`config.mk`:
```
export PLATFORM = sky130hd
export DESIGN_NAME = qsb_bus_mux
export DESIGN_NICKNAME = d
export VERILOG_FILES = /design/src/rtl/qsb_pkg.sv /design/src/rtl/qsb_dir_sel.sv /design/src/rtl/qsb_ring_fsm.sv /design/src/rtl/qsb_sector_view.sv /design/src/rtl/qsb_bus_mux.sv
export SDC_FILE = /design/constraint.sdc
export NUM_CORES = 1
export LEC_CHECK = 0
export ABC_CLOCK_PERIOD_IN_PS = 3600
export BUFFER_PORTS_ARGS = -buffer_cell sky130_fd_sc_hd__buf_2
export CORE_MARGIN = 2
export CORE_UTILIZATION = 42
export CTS_CLUSTER_SIZE = 16
export DETAILED_ROUTE_END_ITERATION = 10
export GPL_ROUTABILITY_DRIVEN = 1
export GPL_TIMING_DRIVEN = 0
export HOLD_SLACK_MARGIN = 0.06
export PLACE_DENSITY = 0.8
export SLEW_MARGIN = 25
export SYNTH_ARGS = -nofsm -noshare
export SYNTH_HDL_FRONTEND = slang
export SYNTH_HIERARCHICAL = 1
export SYNTH_SLANG_ARGS = --single-unit
```
`constraint.sdc`:
```
create_clock -name clk -period 3.6 [get_ports clk]
set_input_delay 0 -clock clk [delete_from_list [all_inputs] [get_ports clk]]
set_output_delay 0 -clock clk [all_outputs]
set_load 0.02 [all_outputs]
```
`src/rtl/qsb_pkg.sv`:
```
package qsb_pkg;
    typedef enum logic [1:0] {
        ST_IDLE   = 2'd0,
        ST_DIRECT = 2'd1,
        ST_SECT0  = 2'd2,
        ST_SECT1  = 2'd3
    } ring_state_t;
endpackage

```
`src/rtl/qsb_dir_sel.sv`:
```
module qsb_dir_sel #(
    parameter int ADDR_W = 5,
    parameter int ID_W   = 3
) (
    input  logic              clk,
    input  logic              rst_n,
    input  logic              is_master,
    input  logic [ID_W-1:0]   dev_id,
    input  logic              active,
    input  logic              strobe,
    input  logic              queue_sel,
    input  logic [ADDR_W-1:0] addr,
    output logic              own,
    output logic              sector
);
    localparam int ID_LSB = ADDR_W - ID_W;

    logic id_hit;
    assign id_hit = (addr[ADDR_W-1:ID_LSB] == dev_id);

    always_ff @(posedge clk) begin
        if (!rst_n) begin
            own    <= is_master;
            sector <= 1'b0;
        end else if (active && strobe && !queue_sel) begin
            own <= id_hit;
            if (id_hit) begin
                sector <= addr[0];
            end
        end
    end
endmodule

```
`src/rtl/qsb_ring_fsm.sv`:
```
module qsb_ring_fsm
    import qsb_pkg::*;
(
    input  logic clk,
    input  logic rst_n,
    input  logic mode_sel,
    input  logic is_master,
    input  logic token_in,
    output logic is_direct,
    output logic ring_en,
    output logic ring_sec,
    output logic sync,
    output logic token_out
);
    ring_state_t state, state_nx;
    logic        start_pend;

    always_ff @(posedge clk) begin
        if (!rst_n) begin
            state      <= mode_sel ? ST_IDLE : ST_DIRECT;
            start_pend <= mode_sel & is_master;
        end else begin
            state <= state_nx;
            if (state == ST_IDLE && state_nx == ST_SECT0) begin
                start_pend <= 1'b0;
            end
        end
    end

    always_comb begin
        state_nx = state;
        unique case (state)
            ST_DIRECT: state_nx = ST_DIRECT;
            ST_IDLE:   state_nx = (start_pend || token_in) ? ST_SECT0 : ST_IDLE;
            ST_SECT0:  state_nx = ST_SECT1;
            ST_SECT1:  state_nx = token_in ? ST_SECT0 : ST_IDLE;
            default:   state_nx = ST_IDLE;
        endcase
    end

    always_comb begin
        is_direct = 1'b0;
        ring_en   = 1'b0;
        ring_sec  = 1'b0;
        sync      = 1'b0;
        token_out = 1'b0;
        unique case (state)
            ST_DIRECT: is_direct = 1'b1;
            ST_IDLE:   ;
            ST_SECT0: begin
                ring_en = 1'b1;
                sync    = 1'b1;
            end
            ST_SECT1: begin
                ring_en   = 1'b1;
                ring_sec  = 1'b1;
                token_out = 1'b1;
            end
            default: ;
        endcase
    end
endmodule

```
`src/rtl/qsb_sector_view.sv`:
```
module qsb_sector_view #(
    parameter int BUS_W = 8,
    parameter int NUM_Q = 16,
    parameter int CNT_W = 5
) (
    input  logic [NUM_Q-1:0] q_status,
    input  logic [CNT_W-1:0] q_count,
    input  logic             sector,
    input  logic             enable,
    output logic [BUS_W-1:0] bus
);
    logic narrow;
    logic use_hi;
    assign narrow = (q_count <= CNT_W'(BUS_W));
    assign use_hi = sector & ~narrow;

    for (genvar b = 0; b < BUS_W; b++) begin : g_bit
        localparam int LO = b;
        localparam int HI = BUS_W + b;
        logic lo_live, hi_live;
        assign lo_live = q_status[LO] & (CNT_W'(LO) < q_count);
        assign hi_live = q_status[HI] & (CNT_W'(HI) < q_count);
        assign bus[b]  = enable & (use_hi ? hi_live : lo_live);
    end
endmodule

```
`src/rtl/qsb_bus_mux.sv`:
```
module qsb_bus_mux #(
    parameter int BUS_W  = 8,
    parameter int ID_W   = 3,
    parameter int ADDR_W = 5,
    localparam int NUM_Q = 2 * BUS_W,
    localparam int CNT_W = $clog2(NUM_Q + 1)
) (
    input  logic              clk,
    input  logic              rst_n,
    input  logic              mode_sel,
    input  logic              is_master,
    input  logic [ID_W-1:0]   dev_id,
    input  logic [CNT_W-1:0]  q_count,
    input  logic [NUM_Q-1:0]  q_status,
    input  logic              strobe,
    input  logic              queue_sel,
    input  logic [ADDR_W-1:0] addr,
    input  logic              token_in,
    output logic [BUS_W-1:0]  bus,
    output logic              bus_en,
    output logic              sync,
    output logic              token_out
);
    logic is_direct, ring_en, ring_sec;
    logic dir_own, dir_sec, cur_sec;

    qsb_ring_fsm u_fsm (
        .clk       (clk),
        .rst_n     (rst_n),
        .mode_sel  (mode_sel),
        .is_master (is_master),
        .token_in  (token_in),
        .is_direct (is_direct),
        .ring_en   (ring_en),
        .ring_sec  (ring_sec),
        .sync      (sync),
        .token_out (token_out)
    );

    qsb_dir_sel #(.ADDR_W(ADDR_W), .ID_W(ID_W)) u_dir (
        .clk       (clk),
        .rst_n     (rst_n),
        .is_master (is_master),
        .dev_id    (dev_id),
        .active    (is_direct),
        .strobe    (strobe),
        .queue_sel (queue_sel),
        .addr      (addr),
        .own       (dir_own),
        .sector    (dir_sec)
    );

    assign bus_en  = is_direct ? dir_own : ring_en;
    assign cur_sec = is_direct ? dir_sec : ring_sec;

    qsb_sector_view #(.BUS_W(BUS_W), .NUM_Q(NUM_Q), .CNT_W(CNT_W)) u_view (
        .q_status (q_status),
        .q_count  (q_count),
        .sector   (cur_sec),
        .enable   (bus_en),
        .bus      (bus)
    );
endmodule

```
==> reports/metrics.csv <==
metric,value,unit
CTS Sinks,5,
Worst Hold Launch,is_master,
H-tree levels,1,
Max clock buf depth,2,
drt total wl,1990,µm
CP Buf/Inv Count,3,
Placer Congestion,0.823,
vias per cell,5.35,
Final setup viols,0,
cells after synthesis,88,
Die ar.,2180,µm²
Routed Antenna Nets,0,
Tmin final,2.21,ns
"slowest stage delay, CP",0.34,ns
cts hold-fix bufs,3,
crit path from,u_fsm/state[1],
Finished Layout Cells,163,
half-perimeter wire length after placement,1540,µm
"Clk Latency, worst-skew pair",0.24,ns
status,"complete, no violations",
Worst slew margin,69.1,%
critical path arrival,2.21,ns
largest net degree at the start of global routing,11,
Fin Setup TNS,0,ns
vias,872,
I/O Buffers,43,
R2R Path Start,u_fsm/state[1],
wire per inst,12.2,µm
GR Util All Layers,19.1,%
dpl cells,156,
Final period util,61.5,%
antenna cells,0,
fin. max-slew vios,0,
Peak supply drop,0.161,mV
max cap viols,0,
"FFs w/ async S/R, synth",0,%
Syn. warnings,6,
Critical Path RT,3.60,ns
Die Width,46.7,µm
DR pass1 iterations,4,
vias in the first global route,764,
post-synthesis register bit count,5,
Post-CTS Setup Bufs,0,
CORE AREA,1730,µm²
layout cells sized above 1,50.7,%
Starting Density,44.3,%
Setup CP Type,reg2out,
worst slew pin tran,0.459,ns
Overflow after GRT,0,
unrepaired setup endpoints after global routing,no,
number of DRC markers in iteration 0,17,
synthesized cell area,766,µm²
Syn Nets,128,
Layout Nets,179,
hold crit path type,in2reg,
Root Driver,clkbuf_4,
DRC,0,
P per Cell Area,253,nW/µm²
CP startpoint kind,flip-flop,
final hold viol count,0,
P&R area growth vs syn,39.5,%
Crit Path Max Fanout,9,
critical path's most frequent cell,buf_2,
# fillers,155,
first-pass GRT wire length,3040,µm
top-level port count,47,
CTS tree,done,
clock-pin slew on the worst setup and hold paths,0.04,ns
"EDFF count, synth",2,
CP max stage cell,dfxtp_1,
leakage,0.000491,µW
crit path cell chain,inv_1 > ha_1 > mux2_2 > o21ai_4 > or2_1 > buf_2 > o32ai_2 > buf_2,
Clock Skew,0.000401,ns
Fin Hold WS,0.0869,ns
Num CTS Buffers,3,
Synth cell types,40,
Die H,46.7,µm
Resize count post-CTS,0,
register area share after synthesis,15.7,%
FMAX,452,MHz
synthesized area per cell,8.70,µm²
CP Capture Type,output pin,
initial antenna violation count,0,
CP top delay family,buffers and inverters,
Most used DFF post-synth,dfxtp_1,
Site Rows,15,
==> power by group <==
group / switching, µW / internal, µW
sequential: 2.75 / 64.4
clock: 21.5 / 41.8
combinational: 80.3 / 59.9
total: 105 / 166
==> cell families (layout without fill, tap and decap cells) <==
logic type	after synthesis	after routing	synth area share [%]
XOR/XNOR	3	3	3.43
adder cells (fa/ha/maj)	4	4	6.54
AND/OR/NAND/NOR	28	28	24.7
multiplexers	4	4	5.72
AO/OA/AOI/OAI	31	31	35.6
buffers and inverters	13	63	8.33
flip-flops	5	5	15.7
==> path summary, 6_finish.rpt <==
path / end / depth (start not counted) / slack, ns
min: u_dir/own / 2 / 0.09
max reg2reg: u_dir/sector / 5 / 2.10
max: bus[1] / 8 / 1.39
min reg2reg: u_dir/sector / 2 / 0.47
==> metrics by stage <==
step	power [µW]	cell area [µm²]	util (%)	setup slack (ns)
3_3_place_gp	201	1010	58.6	1.67
5_1_grt	288	1070	61.9	1.25
3_5_place_dp	204	1010	58.6	1.64
6_report	271	1070	61.9	1.39
4_1_cts	272	1070	61.9	1.37
2_1_floorplan	159	766	-	1.62
==> worst register-to-register path, delay by kind of cell, from the launching register on <==
kind	cells	cell delay [ns]
fa+ha+maj	1	0.36
mux	1	0.21
simple gates	2	0.47
flops	1	0.32
buf+inv	1	0.08
==> cell usage in the layout, fill, tap and decap left out, drive strengths merged, types with 4 or more instances in the layout <==
cell type / Yosys / final
ha: 4 / 4
inv: 5 / 5
buf: 5 / 48
clkbuf: 3 / 7
a21oi: 7 / 7
or2: 5 / 5
o32ai: 5 / 5
nand2: 11 / 11
==> flip-flops by register name, indices dropped and copies added (netlist names) <==
register and count:
u_dir/sector 1, u_fsm/start_pend 1, u_dir/own 1, u_fsm/state 2
==> per-layer routing <==
metal | share of wire (%) | track usage (%)
met4 | 0.50 | 8.33
met5 | 0 | 0
met1 | 44 | 24.2
met3 | 4.3 | 2.75
met2 | 52 | 32.2
==> layout make-up <==
| class | count | area, µm² | area share (%) |
|---|---|---|---|
| plain buffers | 8 | 45.0 | 4.22 |
| inverters | 5 | 18.8 | 1.76 |
| repair buffers | 46 | 245 | 23.0 |
| well taps | 25 | 31.3 | 2.93 |
| flip-flops and latches | 5 | 120 | 11.2 |
| clock buffers | 4 | 26.3 | 2.46 |
| multi-input cells | 70 | 582 | 54.4 |
==> cells in the mapped netlist, drive strengths merged, types with 3 or more instances <==
cell,instances,area (µm²)
nand2,11,41.3
a21oi,7,35.0
buf,5,33.8
inv,5,18.8
o32ai,5,81.3
or2,5,31.3
ha,4,50.1
a31oi,3,18.8
clkbuf,3,11.3
dfxtp,3,60.1
mux2,3,33.8
o22ai,3,18.8
o31ai,3,22.5
xor2,3,26.3
Note: power is estimated with default switching activity, not from simulation.
